## config.mk

```make
export PLATFORM = sky130hd
export DESIGN_NAME = pcm_dual_slot_port
export DESIGN_NICKNAME = d
export VERILOG_FILES = /design/src/rtl/pcm_port_pkg.sv /design/src/rtl/pcm_bit_timer.sv /design/src/rtl/pcm_slot_seq.sv /design/src/rtl/pcm_dual_slot_port.sv
export SDC_FILE = /design/constraint.sdc
export NUM_CORES = 1
export LEC_CHECK = 0
export BUFFER_PORTS_ARGS = -buffer_cell sky130_fd_sc_hd__buf_4
export CAP_MARGIN = 20
export CORE_MARGIN = 4
export CORE_UTILIZATION = 45
export CTS_CLUSTER_SIZE = 8
export DETAILED_ROUTE_END_ITERATION = 10
export PLACE_DENSITY = 0.67
export SYNTH_ARGS = -nofsm -noshare
export SYNTH_HDL_FRONTEND = slang
export SYNTH_HIERARCHICAL = 1
export SYNTH_SLANG_ARGS = --single-unit
```

## constraint.sdc

```tcl
create_clock -name clk -period 4.1 [get_ports clk]
set_input_delay 0.41 -clock clk [delete_from_list [all_inputs] [get_ports clk]]
set_output_delay 0.41 -clock clk [all_outputs]
set_load 0.05 [all_outputs]
```

## src/rtl/pcm_port_pkg.sv

```systemverilog
package pcm_port_pkg;

  localparam int WORD_W = 16;
  localparam int POS_W  = 8;

  typedef logic [POS_W-1:0]  pos_t;
  typedef logic [WORD_W-1:0] word_t;

  function automatic pos_t slot_len(input logic wide);
    return wide ? pos_t'(16) : pos_t'(8);
  endfunction

  // first bit position of slot 0 (second=0) or slot 1 (second=1)
  function automatic pos_t slot_start(input logic second, input logic long_fmt, input pos_t w);
    if (!second) return long_fmt ? pos_t'(0) : pos_t'(1);
    return long_fmt ? w : w + pos_t'(2);
  endfunction

  function automatic logic in_window(input pos_t q, input pos_t base, input pos_t w);
    return (q >= base) && (q < base + w);
  endfunction

  function automatic pos_t final_pos(input logic long_fmt, input pos_t w);
    return slot_start(1'b1, long_fmt, w) + w - pos_t'(1);
  endfunction

  function automatic logic fs0_on(input pos_t q, input logic long_fmt, input pos_t w);
    return long_fmt ? (q < w) : (q == pos_t'(0));
  endfunction

  function automatic logic fs1_on(input pos_t q, input logic long_fmt, input pos_t w);
    return long_fmt ? in_window(q, w, w) : (q == w + pos_t'(1));
  endfunction

  function automatic logic msb_of(input word_t v, input pos_t w);
    pos_t idx;
    idx = w - pos_t'(1);
    return v[idx[3:0]];
  endfunction

  // serial bit sent in bit period q
  function automatic logic tx_bit(input pos_t q, input logic long_fmt, input pos_t w,
                                  input word_t t0, input word_t t1);
    pos_t b0;
    pos_t b1;
    pos_t idx;
    b0 = slot_start(1'b0, long_fmt, w);
    b1 = slot_start(1'b1, long_fmt, w);
    if (in_window(q, b0, w)) begin
      idx = b0 + w - pos_t'(1) - q;
      return t0[idx[3:0]];
    end
    if (in_window(q, b1, w)) begin
      idx = b1 + w - pos_t'(1) - q;
      return t1[idx[3:0]];
    end
    return 1'b0;
  endfunction

  function automatic word_t mask_word(input word_t v, input logic wide);
    return wide ? v : {8'h00, v[7:0]};
  endfunction

endpackage

```

## src/rtl/pcm_bit_timer.sv

```systemverilog
module pcm_bit_timer #(
  parameter int DIV_W = 8
) (
  input  logic             clk,
  input  logic             rst_n,
  input  logic             master,
  input  logic             dbl,
  input  logic [DIV_W-1:0] half_div,
  input  logic             bclk_in,
  input  logic             fs0_in,
  output logic             bclk_out,
  output logic             fs0_sync,
  output logic             rise_ev,
  output logic             fall_ev
);

  logic [DIV_W-1:0] cnt;
  logic [DIV_W-1:0] half_lim;
  logic             bclk_r;
  logic             tick;
  logic [2:0]       bsync;
  logic [1:0]       fsync;
  logic             half_q;
  logic             ext_rise;
  logic             ext_fall;

  assign half_lim = (half_div == '0) ? DIV_W'(1) : half_div;
  assign tick     = master && (cnt >= half_lim - DIV_W'(1));
  assign ext_rise = bsync[1] & ~bsync[2];
  assign ext_fall = ~bsync[1] & bsync[2];

  always_ff @(posedge clk or negedge rst_n) begin
    if (!rst_n) begin
      cnt    <= '0;
      bclk_r <= 1'b0;
      bsync  <= '0;
      fsync  <= '0;
      half_q <= 1'b0;
    end else begin
      if (master) begin
        if (tick) begin
          cnt    <= '0;
          bclk_r <= ~bclk_r;
        end else begin
          cnt <= cnt + DIV_W'(1);
        end
      end else begin
        cnt    <= '0;
        bclk_r <= 1'b0;
      end
      bsync <= {bsync[1:0], bclk_in};
      fsync <= {fsync[0], fs0_in};
      if (!master && dbl && ext_rise) half_q <= ~half_q;
    end
  end

  always_comb begin
    if (master) begin
      rise_ev = tick & ~bclk_r;
      fall_ev = tick & bclk_r;
    end else if (dbl) begin
      rise_ev = ext_rise & ~half_q;
      fall_ev = ext_rise & half_q;
    end else begin
      rise_ev = ext_rise;
      fall_ev = ext_fall;
    end
  end

  assign bclk_out = bclk_r;
  assign fs0_sync = fsync[1];

  AST_EVENTS_EXCLUSIVE: assert property (@(posedge clk) disable iff (!rst_n)
    !(rise_ev && fall_ev));

endmodule

```

## src/rtl/pcm_slot_seq.sv

```systemverilog
module pcm_slot_seq
  import pcm_port_pkg::*;
(
  input  logic  clk,
  input  logic  rst_n,
  input  logic  master,
  input  logic  long_fmt,
  input  logic  wide,
  input  pos_t  frame_len,
  input  logic  rise_ev,
  input  logic  fall_ev,
  input  logic  fs0_in,
  input  logic  din,
  input  word_t tx0,
  input  word_t tx1,
  output logic  fs0_o,
  output logic  fs1_o,
  output logic  dout_o,
  output word_t rx0,
  output word_t rx1,
  output logic  frame_done
);

  pos_t  pos;
  pos_t  w;
  pos_t  lastp;
  pos_t  b0;
  pos_t  b1;
  pos_t  cur;
  pos_t  nxt_m;
  pos_t  nxt_s;
  logic  active;
  logic  fs_prev;
  logic  start_hit;
  logic  take_bit;
  word_t tx0_q, tx1_q;
  word_t src0, src1;
  word_t sh0, sh1;
  word_t rx0_q, rx1_q;
  logic  done_q;
  logic  fs0_r, fs1_r, dout_r;

  assign w         = slot_len(wide);
  assign lastp     = final_pos(long_fmt, w);
  assign b0        = slot_start(1'b0, long_fmt, w);
  assign b1        = slot_start(1'b1, long_fmt, w);
  assign start_hit = !master && fall_ev && fs0_in && !fs_prev;
  assign cur       = start_hit ? pos_t'(0) : pos;
  assign nxt_m     = (pos >= frame_len - pos_t'(1)) ? pos_t'(0) : pos + pos_t'(1);
  assign nxt_s     = pos + pos_t'(1);
  assign take_bit  = fall_ev && (master || active || start_hit);
  assign src0      = (nxt_m == pos_t'(0)) ? tx0 : tx0_q;
  assign src1      = (nxt_m == pos_t'(0)) ? tx1 : tx1_q;

  always_ff @(posedge clk or negedge rst_n) begin
    if (!rst_n) begin
      pos     <= '1;
      active  <= 1'b0;
      fs_prev <= 1'b0;
      tx0_q   <= '0;
      tx1_q   <= '0;
      sh0     <= '0;
      sh1     <= '0;
      rx0_q   <= '0;
      rx1_q   <= '0;
      done_q  <= 1'b0;
      fs0_r   <= 1'b0;
      fs1_r   <= 1'b0;
      dout_r  <= 1'b0;
    end else begin
      done_q <= 1'b0;
      if (rise_ev) begin
        if (master) begin
          pos    <= nxt_m;
          fs0_r  <= fs0_on(nxt_m, long_fmt, w);
          fs1_r  <= fs1_on(nxt_m, long_fmt, w);
          dout_r <= tx_bit(nxt_m, long_fmt, w, src0, src1);
          if (nxt_m == pos_t'(0)) begin
            tx0_q <= tx0;
            tx1_q <= tx1;
          end
        end else if (active && pos != lastp) begin
          pos    <= nxt_s;
          fs0_r  <= 1'b0;
          fs1_r  <= fs1_on(nxt_s, long_fmt, w);
          dout_r <= tx_bit(nxt_s, long_fmt, w, tx0_q, tx1_q);
        end else begin
          active <= 1'b0;
          fs0_r  <= 1'b0;
          fs1_r  <= 1'b0;
          dout_r <= long_fmt ? msb_of(tx0, w) : 1'b0;
        end
      end
      if (fall_ev) begin
        fs_prev <= fs0_in;
        if (start_hit) begin
          active <= 1'b1;
          pos    <= '0;
          tx0_q  <= tx0;
          tx1_q  <= tx1;
        end
      end
      if (take_bit) begin
        if (in_window(cur, b0, w)) sh0 <= {sh0[WORD_W-2:0], din};
        if (in_window(cur, b1, w)) sh1 <= {sh1[WORD_W-2:0], din};
        if (cur == lastp) begin
          rx0_q  <= mask_word(sh0, wide);
          rx1_q  <= mask_word({sh1[WORD_W-2:0], din}, wide);
          done_q <= 1'b1;
        end
      end
    end
  end

  assign fs0_o      = fs0_r;
  assign fs1_o      = fs1_r;
  assign dout_o     = dout_r;
  assign rx0        = rx0_q;
  assign rx1        = rx1_q;
  assign frame_done = done_q;

  AST_DOUT_ON_RISE: assert property (@(posedge clk) disable iff (!rst_n)
    !$stable(dout_o) |-> $past(rise_ev));
  AST_DONE_PULSE: assert property (@(posedge clk) disable iff (!rst_n)
    frame_done |=> !frame_done);
  AST_SHORT_FS0_ONE: assert property (@(posedge clk) disable iff (!rst_n)
    (master && !long_fmt && fs0_o && rise_ev && frame_len > pos_t'(1)) |=> !fs0_o);
  AST_FS1_CLEAR_OF_FS0: assert property (@(posedge clk) disable iff (!rst_n)
    $rose(fs1_o) |-> !fs0_o);

endmodule

```

## src/rtl/pcm_dual_slot_port.sv

```systemverilog
module pcm_dual_slot_port
  import pcm_port_pkg::*;
#(
  parameter int DIV_W = 8
) (
  input  logic             clk,
  input  logic             rst_n,
  input  logic             cfg_master,
  input  logic             cfg_long,
  input  logic             cfg_wide,
  input  logic             cfg_dbl,
  input  logic [DIV_W-1:0] cfg_half_div,
  input  logic [7:0]       cfg_frame_len,
  input  logic             bclk_i,
  output logic             bclk_o,
  output logic             bclk_oe,
  input  logic             fs0_i,
  output logic             fs0_o,
  output logic             fs0_oe,
  output logic             fs1_o,
  input  logic             din,
  output logic             dout,
  input  logic [15:0]      tx0,
  input  logic [15:0]      tx1,
  output logic [15:0]      rx0,
  output logic [15:0]      rx1,
  output logic             frame_done
);

  logic rise_ev;
  logic fall_ev;
  logic fs0_sync;

  pcm_bit_timer #(.DIV_W(DIV_W)) i_timer (
    .clk      (clk),
    .rst_n    (rst_n),
    .master   (cfg_master),
    .dbl      (cfg_dbl),
    .half_div (cfg_half_div),
    .bclk_in  (bclk_i),
    .fs0_in   (fs0_i),
    .bclk_out (bclk_o),
    .fs0_sync (fs0_sync),
    .rise_ev  (rise_ev),
    .fall_ev  (fall_ev)
  );

  pcm_slot_seq i_seq (
    .clk        (clk),
    .rst_n      (rst_n),
    .master     (cfg_master),
    .long_fmt   (cfg_long),
    .wide       (cfg_wide),
    .frame_len  (cfg_frame_len),
    .rise_ev    (rise_ev),
    .fall_ev    (fall_ev),
    .fs0_in     (fs0_sync),
    .din        (din),
    .tx0        (tx0),
    .tx1        (tx1),
    .fs0_o      (fs0_o),
    .fs1_o      (fs1_o),
    .dout_o     (dout),
    .rx0        (rx0),
    .rx1        (rx1),
    .frame_done (frame_done)
  );

  assign bclk_oe = cfg_master;
  assign fs0_oe  = cfg_master;

endmodule

```

Word-level counts from Yosys, hierarchy flattened
Index checks and enable logic that the tools add are counted.
{"block": "totals", "elab_cells": 194, "inputBits": 57, "output_inout_bits": 39, "regBits": 124}
{"block": "classes", "n_mux": 93, "n_reduce_logical": 25, "bitwise": 10, "eq_ne": 5, "add_sub_neg": 19, "n_lt_le_gt_ge": 24}
{"cell": "$mux 16", "count": 12}
{"cell": "$mux 8", "count": 18}
{"cell": "$ge 8x8->1", "count": 8}
{"cell": "$lt 8x8->1", "count": 8}
{"cell": "$mux 1", "count": 57}
{"cell": "$lt 4x5->1 const B", "count": 5}
{"cell": "$add 8x5->8", "count": 3}
{"cell": "$eq 8x8->1", "count": 3}
{"cell": "$sub 8x1->8 const B", "count": 3}
{"cell": "$bmux 1 s4", "count": 5}
{"cell": "$add 8x1->8 const B", "count": 2}
{"cell": "$ge 8x5->1", "count": 2}
{"cell": "$logic_and 1x1->1", "count": 16}
{"cell": "$logic_not 8->1", "count": 2}
{"cell": "$sub 4x4->4", "count": 4}
{"cell": "$sub 4x1->4 const B", "count": 3}
{"cell": "$lt 8x5->1", "count": 1}
{"cell": "$ne 8x8->1", "count": 1}
{"cell": "$add 1x5->6", "count": 1}
{"cell": "$add 5x1->6 const B", "count": 1}
{"cell": "$add 5x2->6 const B", "count": 1}
{"cell": "$add 5x5->6", "count": 1}
{"cell": "$and 1x1->1", "count": 6}
{"cell": "$reduce_and 2->1", "count": 3}
{"cell": "other kinds (5)", "count": 10}

Depth between registers and ports, before layout
{"block": "depth", "depth_word": 29, "ltp_mapped": 22}

Cells and area by module
The synthesis kept the hierarchy.
{"mod": "pcm_slot_seq", "cells_each": 694, "instances": 1, "area_each_um2": 6811.5}
{"mod": "pcm_bit_timer", "cells_each": 93, "instances": 1, "area_each_um2": 899.6}
{"mod": "pcm_dual_slot_port", "cells_each": 2, "instances": 1, "area_each_um2": 15.0}

Worst setup path after synthesis
OpenSTA, ideal clock, no wires.
{"block": "synth_path", "path_kind": "input port to flip-flop", "from": "input port cfg_half_div[4]", "to": "register i_seq.sh0[10]", "arrival_ns": 4.994, "path_stages": 19, "slack_ns": -1.018, "t_required_ns": 3.975, "setup_time_ns": 0.125, "path_buffers": 1, "cell_sequence": "or3_4 -> or4_4 -> nor2_4 -> nor2_1 -> ha_1 -> nor3b_1 -> xnor2_1 -> ha_1 -> nand4_1 -> a221o_1 -> nand4_1 -> and3_1 -> nand3b_1 -> and2_1 -> ha_1 -> o21ai_0 -> o211ai_1 -> clkbuf_1 -> mux2_2"}
{"block": "synth_between", "elab_chain_len": 14, "elab_cells_between_ends": 17, "classes_between": "1 x add/sub; 3 x order compare; 3 x mux; 1 x bitwise; 9 x reduce/logical"}
{"item": "start, declared", "line": "pcm_dual_slot_port.sv:12", "source": "input logic [DIV_W-1:0] cfg_half_div,"}
{"item": "$logic_not 8->1", "line": "pcm_bit_timer.sv:27", "source": "assign half_lim = (half_div == '0) ? DIV_W'(1) : half_div;"}
{"item": "$mux 8 *", "line": "pcm_bit_timer.sv:27"}
{"item": "$sub 8x1->8 *", "line": "pcm_bit_timer.sv:28", "source": "assign tick = master && (cnt >= half_lim - DIV_W'(1));"}
{"item": "$ge 8x8->1 *", "line": "pcm_bit_timer.sv:28"}
{"item": "$logic_and 1x1->1 *", "line": "pcm_bit_timer.sv:28"}
{"item": "$and 1x1->1 *", "line": "pcm_bit_timer.sv:60", "source": "fall_ev = tick & bclk_r;"}
{"item": "$mux 1 *", "line": "pcm_bit_timer.sv:58", "source": "if (master) begin"}
{"item": "named net fall_ev", "line": "pcm_dual_slot_port.sv:31", "source": "logic fall_ev;"}
{"item": "$logic_and 1x1->1 (3 in a row)", "line": "pcm_slot_seq.sv:47", "source": "assign start_hit = !master && fall_ev && fs0_in && !fs_prev;"}
{"item": "$mux 8", "line": "pcm_slot_seq.sv:48", "source": "assign cur = start_hit ? pos_t'(0) : pos;"}
{"item": "$ge 8x8->1 or $lt 8x8->1 (tied branches)", "line": "pcm_port_pkg.sv:20", "source": "return (q >= base) && (q < base + w);"}
{"item": "$logic_and 1x1->1", "line": "pcm_port_pkg.sv:20"}
{"item": "$reduce_and 2->1 (no line) *"}
{"item": "end signal, assigned", "line": "pcm_slot_seq.sv:104", "source": "if (in_window(cur, b0, w)) sh0 <= {sh0[WORD_W-2:0], din};"}
{"item": "end, declared", "line": "pcm_slot_seq.sv:38", "source": "word_t sh0, sh1;"}
Mark *: on every way through the listed nets, which the timed path passes. The rest lies on a longest branch.
A chain may end at the register's enable or synchronous reset.

Worst setup path in the final report
{"block": "layout_path", "from": "input port cfg_half_div[4]", "to": "register i_seq.sh0[0]"}
The elaborated chain is that of the path after synthesis.

==> results.yml <==
power:
  power.share.switching_pct: 39.1
  clkPwrFrac_pct: 22.6
  p_sw_mw: 2.54
  combPwrFrac_pct: 50.3
  p_seq_share_pct: 27.1
  powerDensity_nw_per_um2: 644
  p_leak_nw: 4.80
  total_power_mw: 6.50
  p_int_mw: 3.95
  ir_drop_v: 0.000328
place:
  gp_congestion: 0.923
  dp_hpwl_mm: 13.8
  placed_area_um2: 9300
  pre_cts_ws_ps: -614
  dpl.cell_count: 1140
  io_buffers: 95
floorplan:
  start_util_pct: 46.3
  die_area_um2: 19300
  core_area_um2: 16700
  die_h_um: 139
  ios: 96
  rows: 47
  die_w_um: 139
cts:
  postCtsHoldBufs: 0
  clk_path_buf_depth: 2
  path_clk_slew_ps: 60
  cts_tree: "done"
  cts_htree_levels: 4
  clk_latency_ps: 420
  clock-sinks: 124
  clockRootBuffer: "clkbuf_16"
  cts_made_buffers: 17
job:
  max_cap_violations: 0
timing:
  worst_pin_slew_ps: 846
  setup_ws_ps: -114
  setup_viol: 46
  fin_crit_ps: 4210
  slew_viol_final: 0
  whs_ps: 73.4
  hold_viol_final: 0
  fmax_ghz: 0.237
  rsz0062_at_grt: "yes"
  fin_crit_sh_pct: 103
  skew_ps: 10.5
  max_slew_margin_pct: 43.6
global_route:
  antenna_found_initial: 0
  overflow: 0
  grt_pass1_vias: 6417
  grt_max_degree: 67
  grt_pass1_wl_mm: 32.3
  grt_use_total_pct: 20.3
synth:
  ys_seq_area_share_pct: 40.3
  synthTopCellsByArea: "dfrtp_1, mux2_2, ha_1"
  synth_cells: 789
  synth_seq_cells: 124
  yosys.area.top_type: "dfrtp_1"
  syn_nets: 900
  avgSynthCellArea_um2: 9.79
  synth_area_um2: 7730
  synth_edf_count: 0
  synth_top_area_share_pct: 37.6
  synth_ff_type: "dfrtp_1"
  ys_types: 68
  synthArstFlopShare_pct: 100
  synth_warnings: 6
layout:
  nets: 1058
  final_common_cell: "buf_4"
  finalNonFillerCells: 1180
  drive_above_1_share_pct: 35.0
  diodes: 0
  area_growth_pct: 30.5
  final_area_um2: 10100
  final_cell_mix: "buf_4, nand2_1, dfrtp_1"
  fillCellCount: 1461
critical_path:
  slowest_delay_ps: 440
  critPathMaxFanout: 8
  arrival_ps: 4520
  end_kind: "register"
  cp.required_ps: 4400
  cp_top_family: "simple AND/OR/NAND/NOR gates"
  cp_slowest_cell: "or4_4"
  path_cells: "buf_6 -> or3_4 -> or4_4 -> nor2_4 -> nor2_4 -> ha_4 -> nor3b_4 -> xnor2_1 -> ha_1 -> nand4_1 -> a221o_1 -> nand4_1 -> and3_4 -> nand3b_1 -> and2_1 -> ha_4 -> a21oi_1 -> o211ai_1 -> buf_4 -> clkbuf_16 -> mux2_2"
  path_buf_inv: 3
  critical_path_class: "in2reg"
  cp-start-kind: "primary input"
route:
  wl_per_cell_um: 16.4
  vias: 6407
  firstDrtPassIters: 5
  ant_nets: 0
  drc: 0
  routed_via_density: 5.43
  first_iter_violations: 480
  drt-total-wl_mm: 19.3
outcome:
  status: "complete, but fails checks"
  violations: "negative setup slack"
min_path:
  hold_path_class: "in2async"
worst register-to-register path: stages, from the launching register on:
cell,delay (ps)
dfstp_2,640
nand3_1,170
xnor2_1,330
inv_1,180
ha_1,360
xor2_2,350
mux4_2,570
mux4_2,490
a21o_1,190
a21oi_1,150
o211ai_1,120
worst paths after layout:
path / endpoint / cells after the start / startpoint / slack, ps
max in group asynchronous: i_seq/pos[0]$_DFF_PN1_ / 2 / rst_n / 3180
max reg2reg: i_seq/dout_o$_DFFE_PN0P_ / 10 / i_seq/pos[0]$_DFF_PN1_ / 410
min: i_seq/tx0_q[1]$_DFF_PN0_ / 1 / rst_n / 70
min reg2reg: i_timer/bsync[1]$_DFF_PN0_ / 0 / i_timer/bsync[0]$_DFF_PN0_ / 350
min in group clk: i_timer/fsync[0]$_DFF_PN0_ / 1 / fs0_i / 90
max: i_seq/sh0[0]$_DFFE_PN0P_ / 21 / cfg_half_div[4] / -110
through the flow:
stage                     setup TNS, ps  util (%)
after global routing             -16300      60.4
after global placement           -33490      55.7
after floorplan                  -30500         -
final                             -3150      60.4
after detailed placement         -39220      55.7
after CTS                         -3860      59.4
final cells by class:
class | instances | area, um^2 | area share (%)
Inverter | 24 | 90.1 | 0.894
Clock inverter | 15 | 151 | 1.50
Sequential cell | 124 | 3110 | 30.9
Tap cell | 220 | 275 | 2.73
Timing Repair Buffer | 178 | 1460 | 14.4
Multi-Input combinational cell | 602 | 4570 | 45.3
Clock buffer | 17 | 425 | 4.22
cell families (layout without fill, tap and decap cells):
kind of cell,Yosys count,count (layout),synth area share (%)
AND/OR/NAND/NOR,292,292,17.7
AO/OA/AOI/OAI,132,132,11.2
flip-flops,124,124,40.3
multiplexers,86,86,14.2
buffers and inverters,63,234,3.48
adder cells (fa/ha/maj),54,54,8.74
XOR/XNOR,38,38,4.40
metal layers:
metal / track usage [%] / wire (um) / vias to the layer above
li1: - / - / 3125
met1: 28.4 / 8970 / 3080
met2: 32.1 / 9010 / 183
met3: 4.21 / 1080 / 19
met4: 5.82 / 247 / 0
met5: 0 / 0 / -
flip-flops by register name, summed over array words and instances, names as in the netlist, 3 cells and up:
signal / count
i_seq/rx1: 16
i_seq/tx0_q: 16
i_seq/sh0: 16
i_seq/rx0: 16
i_seq/tx1_q: 16
i_timer/cnt: 8
i_seq/sh1: 15
i_seq/pos: 8
i_timer/bsync: 3
timing repair:
item | in CTS | in global routing
gates resized for setup | 2 | 24
buffers inserted | 1 | 5
endpoints found under the setup margin | 46 | 66
pin swaps | 3 | 4
gates cloned | 1 | 1
power groups by stage:
| stage | logic, mW | clock network [mW] | registers, mW |
|---|---|---|---|
| 3_5_place_dp | 3.15 | 0 | 1.77 |
| 3_3_place_gp | 3.12 | 0 | 1.77 |
| 2_1_floorplan | 2.16 | 0 | 1.73 |
| 4_1_cts | 3.18 | 1.51 | 1.75 |
| 6_report | 3.27 | 1.47 | 1.76 |
| 5_1_grt | 3.58 | 1.57 | 1.80 |
Yosys cell counts, drive strengths merged, types with 4 or more instances:
master	number
a211oi	6
a21o	8
a21oi	35
a31oi	10
and2	9
and3	6
and4	5
buf	14
clkbuf	25
dfrtp	116
dfstp	8
ha	54
inv	23
mux2	65
mux2i	9
mux4	12
nand2	127
nand2b	6
nand3	41
nand4	9
nor2	50
nor2b	9
nor3	12
nor4	5
o211ai	4
o21ai	36
or3	4
xnor2	27
xor2	11
No activity file was read; power rests on OpenSTA's default activity.
